File: src/rtl/pku_pkg.sv
package pku_pkg;
  typedef struct packed {
    logic ref_bit;
    logic chg_bit;
  } key_t;
endpackage

File: src/rtl/pku_remap.sv
module pku_remap #(
  parameter int ADDR_W   = 32,
  parameter int WIN_BITS = 13
) (
  input  logic [ADDR_W-1:0] real_addr,
  input  logic [ADDR_W-1:0] prefix,
  output logic [ADDR_W-1:0] abs_addr
);
  localparam int HI_W = ADDR_W - WIN_BITS;

  logic [HI_W-1:0] real_hi, pfx_hi;
  logic            in_low, in_pfx;

  always_comb begin
    real_hi = real_addr[ADDR_W-1:WIN_BITS];
    pfx_hi  = prefix[ADDR_W-1:WIN_BITS];
    in_low  = (real_hi == '0);
    in_pfx  = (real_hi == pfx_hi);
    if (in_low)      abs_addr = {pfx_hi, real_addr[WIN_BITS-1:0]};
    else if (in_pfx) abs_addr = {{HI_W{1'b0}}, real_addr[WIN_BITS-1:0]};
    else             abs_addr = real_addr;
  end
endmodule

File: src/rtl/pku_keyram.sv
module pku_keyram
  import pku_pkg::*;
#(
  parameter int PAGES = 64,
  parameter int IDX_W = 6
) (
  input  logic             clk,
  input  logic             rst_n,
  input  logic             rd_en,
  input  logic [IDX_W-1:0] rd_idx,
  output key_t             rd_data,
  input  logic             wr_en,
  input  logic [IDX_W-1:0] wr_idx,
  input  key_t             wr_data
);
  key_t mem_q [PAGES];

  always_ff @(posedge clk or negedge rst_n) begin
    if (!rst_n) begin
      for (int i = 0; i < PAGES; i++) mem_q[i] <= '0;
    end else if (wr_en) begin
      mem_q[wr_idx] <= wr_data;
    end
  end

  always_ff @(posedge clk or negedge rst_n) begin
    if (!rst_n)     rd_data <= '0;
    else if (rd_en) rd_data <= mem_q[rd_idx];
  end
endmodule

File: src/rtl/prefix_key_unit.sv
module prefix_key_unit
  import pku_pkg::*;
#(
  parameter int ADDR_W    = 32,
  parameter int PAGE_BITS = 12,
  parameter int WIN_BITS  = 13,
  parameter int KEY_PAGES = 64,
  localparam int IDX_W    = $clog2(KEY_PAGES)
) (
  input  logic              clk,
  input  logic              rst_n,
  input  logic              req_valid,
  input  logic [ADDR_W-1:0] real_addr,
  input  logic [ADDR_W-1:0] prefix,
  input  logic [ADDR_W-1:0] mem_limit,
  input  logic              xlate_ok,
  input  logic              perm_rd,
  input  logic              perm_wr,
  output logic              abs_valid,
  output logic [ADDR_W-1:0] abs_addr,
  output logic              key_wr_en,
  output logic [IDX_W-1:0]  key_wr_page,
  output logic [1:0]        key_wr_val
);
  localparam int PG_W = ADDR_W - PAGE_BITS;

  // stage 0: remap and decide
  logic [ADDR_W-1:0] abs_c;
  logic [PG_W-1:0]   page_c;
  logic [IDX_W-1:0]  idx_c;
  logic              upd_c, fwd_c;
  key_t              bits_c;

  pku_remap #(.ADDR_W(ADDR_W), .WIN_BITS(WIN_BITS)) u_remap (
    .real_addr (real_addr),
    .prefix    (prefix),
    .abs_addr  (abs_c)
  );

  // stage 1 state
  logic              s1_vld_q, s1_upd_q, s1_fwd_q;
  logic [ADDR_W-1:0] s1_abs_q;
  logic [IDX_W-1:0]  s1_idx_q;
  key_t              s1_bits_q, s1_fwd_val_q;
  key_t              ram_rd, old_key, new_key;

  // stage 2 state
  logic              s2_en_q;
  logic [IDX_W-1:0]  s2_idx_q;
  key_t              s2_val_q;

  always_comb begin
    page_c         = abs_c[ADDR_W-1:PAGE_BITS];
    idx_c          = page_c[IDX_W-1:0];
    upd_c          = req_valid && xlate_ok && (abs_c < mem_limit)
                     && (page_c < PG_W'(KEY_PAGES));
    bits_c.ref_bit = perm_rd;
    bits_c.chg_bit = perm_wr;
    // the RAM write of the current stage-1 op lands on the same edge as the read
    fwd_c          = upd_c && s1_upd_q && (s1_idx_q == idx_c);
    old_key        = s1_fwd_q ? s1_fwd_val_q : ram_rd;
    new_key        = old_key | s1_bits_q;
  end

  pku_keyram #(.PAGES(KEY_PAGES), .IDX_W(IDX_W)) u_keys (
    .clk     (clk),
    .rst_n   (rst_n),
    .rd_en   (upd_c),
    .rd_idx  (idx_c),
    .rd_data (ram_rd),
    .wr_en   (s1_upd_q),
    .wr_idx  (s1_idx_q),
    .wr_data (new_key)
  );

  always_ff @(posedge clk or negedge rst_n) begin
    if (!rst_n) begin
      s1_vld_q <= 1'b0;
      s1_upd_q <= 1'b0;
      s1_fwd_q <= 1'b0;
    end else begin
      s1_vld_q <= req_valid;
      s1_upd_q <= upd_c;
      s1_fwd_q <= fwd_c;
    end
  end

  always_ff @(posedge clk or negedge rst_n) begin
    if (!rst_n) begin
      s1_abs_q     <= '0;
      s1_idx_q     <= '0;
      s1_bits_q    <= '0;
      s1_fwd_val_q <= '0;
    end else if (req_valid) begin
      s1_abs_q     <= abs_c;
      s1_idx_q     <= idx_c;
      s1_bits_q    <= bits_c;
      s1_fwd_val_q <= new_key;
    end
  end

  always_ff @(posedge clk or negedge rst_n) begin
    if (!rst_n)  s2_en_q <= 1'b0;
    else         s2_en_q <= s1_upd_q;
  end

  always_ff @(posedge clk or negedge rst_n) begin
    if (!rst_n) begin
      s2_idx_q <= '0;
      s2_val_q <= '0;
    end else if (s1_upd_q) begin
      s2_idx_q <= s1_idx_q;
      s2_val_q <= new_key;
    end
  end

  assign abs_valid   = s1_vld_q;
  assign abs_addr    = s1_abs_q;
  assign key_wr_en   = s2_en_q;
  assign key_wr_page = s2_idx_q;
  assign key_wr_val  = s2_val_q;
endmodule

File: config.mk
export PLATFORM = sky130hd
export DESIGN_NAME = prefix_key_unit
export DESIGN_NICKNAME = d
export VERILOG_FILES = /design/src/rtl/pku_pkg.sv /design/src/rtl/pku_remap.sv /design/src/rtl/pku_keyram.sv /design/src/rtl/prefix_key_unit.sv
export SDC_FILE = /design/constraint.sdc
export NUM_CORES = 1
export LEC_CHECK = 0
export ABC_AREA = 0
export BUFFER_PORTS_ARGS = -buffer_cell sky130_fd_sc_hd__buf_2
export CAP_MARGIN = 20
export CORE_MARGIN = 4
export CORE_UTILIZATION = 55
export DETAILED_ROUTE_END_ITERATION = 10
export PLACE_DENSITY = 0.89
export SLEW_MARGIN = 10
export SYNTH_ARGS = -nofsm -noshare
export SYNTH_HDL_FRONTEND = slang
export SYNTH_SLANG_ARGS = --single-unit
File: constraint.sdc
create_clock -name clk -period 2 [get_ports clk]
set_input_delay 0.2 -clock clk [delete_from_list [all_inputs] [get_ports clk]]
set_output_delay 0.2 -clock clk [all_outputs]
set_load 0.02 [all_outputs]
# After elaboration in Yosys (flattened, before gate mapping)

Cells that the tools add are included.

Bitwise operators: 3
Add/sub/neg operators: 0
Mux-type cells: 9
Eq/ne operators: 2
Reductions and logical operators: 7
Magnitude comparators: 5
Divide/modulo/power cells: 0
Shift-type cells: 0
Multiply operators: 0

Operators by type and width:

| operator            | count |
|---|---|
| $bwmux 128          | 1 |
| $mux 32             | 2 |
| $lt 32x32->1        | 1 |
| $lt 20x7->1 const B | 1 |
| $eq 19x19->1        | 1 |
| $logic_not 19->1    | 1 |
| $ge 7x7->1 const B  | 2 |
| $not 6->7           | 2 |
| $bmux 2 s6          | 1 |
| $demux 2 s6         | 1 |
| $mux 2              | 4 |
| $lt 7x1->1 const B  | 1 |
| $eq 6x6->1          | 1 |
| $logic_and 1x1->1   | 6 |
| $or 2x2->2          | 1 |

Output and inout port bits: 42
Memories: 0
Bits in latches: 0
Input port bits: 102
Bits in read-only memories: 0
Memory bits (writable): 0
Register bits: 184

# Depth between registers and ports, before layout

Word-level depth: 8
Gate-level depth with buffers: 17

# Modules after synthesis

From an unflattened synthesis, not the netlist that was laid out.

Cells, all modules: 835
Area, all modules: 9814.4 sq um

By module, submodules not included:

| module          | cells each | seq. area each (sq um) | times used | area an instance (sq um) |
|---|---|---|---|---|
| pku_keyram      | 475        | 3253.1                 | 1          | 6361.1 |
| prefix_key_unit | 234        | 1201.2                 | 1          | 2651.3 |
| pku_remap       | 126        | 0.0                    | 1          | 802.0 |

# Worst setup path after synthesis

No wires, ideal clock.

Kind: input -> register
Start point: input real_addr[24]
End point: register u_keys.rd_data[0] (netlist bit)
Slack: -1.328 ns
Arrival time: 3.203 ns
Cell stages on the path: 16
Cells stage by stage: xor2_1 > nor4_1 > and3_1 > nand2_1 > a22oi_2 > clkinv_1 > ha_1 > a21o_1 > a21o_1 > a21oi_1 > nor2b_1 > o21ai_0 > o311ai_0 > o2111ai_1 > nand4_1 > mux2_2

Cells in the longest elaborated chain, start to end: 7
Elaborated cells on any way between the ends: 12
Classes of those cells: order compare: 2; eq/ne: 1; mux: 5; bitwise: 1; reduce/logical: 3

RTL lines:

| item                                                                 | line                  | RTL |
|---|---|---|
| from (decl)                                                          | prefix_key_unit.sv:13 | `input logic [ADDR_W-1:0] real_addr,` |
| $eq 19x19->1                                                         | pku_remap.sv:18       | `in_pfx = (real_hi == pfx_hi);` |
| $mux 32                                                              | pku_remap.sv:20       | `else if (in_pfx) abs_addr = {{HI_W{1'b0}}, real_addr[WIN_BITS-1:0]};` |
| $mux 32 (*)                                                          | pku_remap.sv:19       | `if (in_low) abs_addr = {pfx_hi, real_addr[WIN_BITS-1:0]};` |
| via abs_c[17]                                                        | prefix_key_unit.sv:28 | `logic [ADDR_W-1:0] abs_c;` |
| parallel branches: the longest is 4 deep, another holds $lt 32x32->1 | -                     |  |
| to (signal assigned)                                                 | pku_keyram.sv:28      | `else if (rd_en) rd_data <= mem_q[rd_idx];` |
| to (decl)                                                            | pku_keyram.sv:11      | `output key_t rd_data,` |

Mark *: on every way through the listed nets, which the timed path passes. The select of a mux whose other input is x is not followed.
A chain may end at the register's enable or synchronous reset.

# Worst setup path after layout

Start point: input prefix[19]
End point: register u_keys.rd_data[0] (netlist bit)

Cells in the longest elaborated chain, start to end: 7
Elaborated cells on any way between the ends: 11
Classes of those cells: order compare: 2; eq/ne: 1; mux: 5; bitwise: 1; reduce/logical: 2

RTL lines:

| item                                                                 | line                  | RTL |
|---|---|---|
| from (decl)                                                          | prefix_key_unit.sv:14 | `input logic [ADDR_W-1:0] prefix,` |
| $eq 19x19->1 (*)                                                     | pku_remap.sv:18       |  |
| $mux 32 (*)                                                          | pku_remap.sv:20       |  |
| $mux 32 (*)                                                          | pku_remap.sv:19       |  |
| via abs_c[17]                                                        | prefix_key_unit.sv:28 |  |
| parallel branches: the longest is 4 deep, another holds $lt 32x32->1 | -                     |  |

Marks and branches as above.

==> impl_metrics.py <==
metrics = {
    "outcome": {
        "status": "finished, violations left",
        "violations": "negative setup slack",
    },
    "clock_tree": {
        "cts-root-buf": "clkbuf_16",
        "cts_tree": "done",
        "cts.sinks": 178,
        "cts_max_level": 4,
        "cts.clk_slew.worst_paths_ns": 0.07,
        "cts_buffer_depth": 2,
        "cts_buffers": 17,
        "clk-insertion-delay-late_ns": 0.44,
    },
    "min_path": {
        "hp-class": "in2reg",
    },
    "setup_path": {
        "cp_slowest_cell": "mux2_4",
        "critPathMaxFanout": 4,
        "cp_slowest_stage_delay_ns": 0.34,
        "critPathRequiredTime_ns": 2.32,
        "cp-start-kind": "primary input",
        "crit_top_cell": "a21o_1",
        "critical_path_class": "in2reg",
        "worstPathArrival_ns": 3.47,
        "endpoint_kind": "flip-flop",
        "path_delay_family": "compound AO/OA/AOI/OAI gates",
        "r2r_slack_ns": -0.07,
        "worstPathBufferInverterCount": 2,
        "crit_chain": "buf_2 > xor2_4 > nor4_4 > and3_4 > nand2_4 > a22oi_2 > clkinv_2 > ha_4 > a21o_1 > a21o_1 > a21oi_2 > nor2b_1 > o21ai_1 > o311ai_2 > o2111ai_1 > nand4_1 > mux2_4",
    },
    "power": {
        "swShare_pct": 29.66,
        "switchingPower_uw": 2489,
        "seqPwrFrac_pct": 44.8,
        "ir_worst_vdd_v": 0.0006115,
        "p_int_uw": 5903,
        "power.total_uw": 8391,
        "clkPwrFrac_pct": 38.3,
        "p_per_area_nw_per_um2": 689.8,
        "p_leak_uw": 0.005838,
        "p_comb_share_pct": 16.9,
    },
    "grt": {
        "grt_usage_pct": 33.21,
        "grt_pass1_vias": 9253,
        "grt-ovfl-total": 0,
        "grt_start_max_net_pins": 67,
        "antenna_found_initial": 1,
        "grt_pass1_wl_mm": 48.29,
    },
    "route": {
        "via_per_inst": 6.133,
        "wire_per_inst_um": 21.16,
        "drc": 0,
        "vias": 9212,
        "drt_iter0_drc": 1061,
        "wirelength_mm": 31.79,
        "postRouteAntennaNets": 0,
        "drt-pass1-iter-count": 7,
    },
    "timing": {
        "timing_worst_slew_pin_value_ns": 0.7024,
        "max_freq_mhz": 317.7,
        "fin_crit_ns": 3.148,
        "final_max_slew_viol_count": 0,
        "fin_ws_ns": -1.148,
        "max_slew_margin_pct": 53.17,
        "setup_viol_count_final": 4,
        "fin_worst_skew_ns": 0.01081,
        "fin_crit_sh_pct": 157.4,
        "rsz0062_at_grt": "yes",
        "hold_viol": 0,
    },
    "die": {
        "core_area_um2": 16520,
        "dieArea_um2": 18900,
        "die_w_um": 137.5,
        "row_count": 47,
        "ios": 144,
        "die_h_um": 137.5,
        "initial_core_util_pct": 55.79,
    },
    "cells_and_area": {
        "area_delta_synth_final_pct": 31.95,
        "final_area_um2": 12160,
        "nets": 1401,
        "instances_no_fill": 1502,
        "layout-drive-gt1-share_pct": 30.52,
    },
    "synth": {
        "synthAdderAreaFrac_pct": 4.207,
        "post-synth-top-count-cell": "dfrtp_1",
        "synth_top_family_by_area": "simple AND/OR/NAND/NOR gates",
        "yosysWarnings": 0,
        "synthArstFlopShare_pct": 100.0,
        "synth_top_cells_by_area": "dfrtp_1, nor2_1, a21oi_1",
        "synth_top_area_share_pct": 48.32,
        "syn_area_um2": 9219,
        "syn_nets": 1149,
        "synth_top_flop_cell": "dfrtp_1",
        "synthMuxAreaShare_pct": 5.931,
        "synth-edff-count": 0,
        "synth_top_cell_by_area": "dfrtp_1",
        "netlist_top_cells_count": "dfrtp_1, nor2_1, a21oi_1",
        "synth_area_per_cell_um2": 9.074,
        "synth_compound_area_share_pct": 16.87,
        "synthCells": 1016,
        "synthXorXnorAreaFrac_pct": 2.375,
        "synth.ff_latch_count": 178,
        "ys_seq_area_share_pct": 48.32,
        "synthSimpleGateAreaFrac_pct": 18.38,
        "ys_types": 54,
    },
    "placed_design": {
        "placed_area_um2": 11140,
        "dp_slack_ns": -1.507,
        "gp_congestion": 0.9758,
        "dp.cells": 1455,
        "port_buffers": 130,
        "dp_hpwl_mm": 20.48,
    },
    "job": {
        "drv_cap": 0,
    },
}
[placed cells by master, fill, tap and decap left out, types with 4 or more instances in the layout]
cell	n
dfrtp_1	177
nor2_1	170
buf_4	140
a21oi_1	123
nand2_1	118
buf_2	118
inv_1	39
o21ai_0	36
mux2_2	34
ha_1	28
nand3_1	25
nand4_1	19
clkbuf_16	17
xor2_1	15
mux2i_1	13
buf_6	12
nor3_1	10
a21o_1	10
and2_1	10
a22o_1	9
a211oi_1	9
a32oi_1	8
nor2b_1	7
o211a_1	7
buf_12	7
a221oi_1	6
nor4_1	5
a22oi_1	5
xnor2_1	5
a2111oi_0	5
inv_8	5
nor4_2	4
a22oi_2	4
inv_6	4
[per-stage QoR]
stage	TNS (ns)	hold slack [ns]	util (%)
after detailed placement	-7.119	0.1572	67.43
after global routing	-4.563	0.006687	73.60
after CTS	-3.410	0.001957	72.34
after floorplan	-4.047	-0.09559	-
after global placement	-5.803	0.1546	67.43
final	-4.247	0.02409	73.61
[flip-flops by register name, indices dropped and copies added, names as in the netlist]
| name | count |
|---|---|
| abs_addr | 32 |
| abs_valid | 1 |
| key_wr_en | 1 |
| key_wr_page | 6 |
| key_wr_val | 2 |
| s1_bits_q | 2 |
| s1_fwd_q | 1 |
| s1_fwd_val_q | 2 |
| s1_upd_q | 1 |
| u_keys.mem_q | 128 |
| u_keys.rd_data | 2 |
[worst paths after layout]
check,endpoint,startpoint,cells past startpoint
setup / recovery,u_keys.rd_data[0]$_DFFE_PN0P_,prefix[19],17
hold / removal,abs_addr[2]$_DFFE_PN0P_,real_addr[2],2
setup reg to reg,u_keys.rd_data[1]$_DFFE_PN0P_,u_keys.mem_q[115]$_DFFE_PN0P_,7
hold reg to reg,u_keys.mem_q[95]$_DFFE_PN0P_,u_keys.mem_q[95]$_DFFE_PN0P_,2
max in group asynchronous,u_keys.mem_q[30]$_DFFE_PN0P_,rst_n,3
min in group asynchronous,abs_addr[29]$_DFFE_PN0P_,rst_n,2
[layer usage]
metal  part of all wire, %  GRT usage [%]  vias to the layer above  wire length [µm]
li1                      -              -                     4051                 -
met1                    36          39.04                     4391             11350
met2                    48          53.04                      590             15160
met3                    10          10.19                      180              3251
met4                   6.4          20.79                        0              2021
met5                     0              0                        -                 0
[power groups by stage]
stage	combinational (µW)	sequential [µW]	clock, µW
after floorplan	527	3860	0
after global placement	1220	3810	0
after detailed placement	1250	3820	0
after CTS	1300	3750	3230
after global routing	1510	3760	3400
final	1420	3760	3220
[area by class of cell]
| class | count | area (µm²) |
|---|---|---|
| multi-input combinational | 746 | 4726 |
| timing repair buffer | 282 | 1977 |
| clock inverter | 15 | 140.1 |
| sequential | 178 | 4456 |
| fill | 1096 | 4360 |
| inverter | 43 | 162.7 |
| tap | 220 | 275.3 |
| antenna | 1 | 2.502 |
| clock buffer | 17 | 425.4 |
[logic make-up (layout without fill, tap and decap cells)]
family / Yosys count / in the layout
other: 0 / 1
flip-flops: 178 / 178
AND/OR/NAND/NOR: 392 / 392
multiplexers: 49 / 49
AO/OA/AOI/OAI: 249 / 249
XOR/XNOR: 25 / 25
buffers and inverters: 92 / 357
adder cells (fa/ha/maj): 31 / 31
[timing repair]
action	in CTS	in global routing
setup endpoints to repair	5	21
buffers inserted	8	3
pin swaps	28	22
hold buffers	2	1
resized for setup	32	29
endpoints found under the hold margin	41	1
Power figures use the tool's default switching activity.
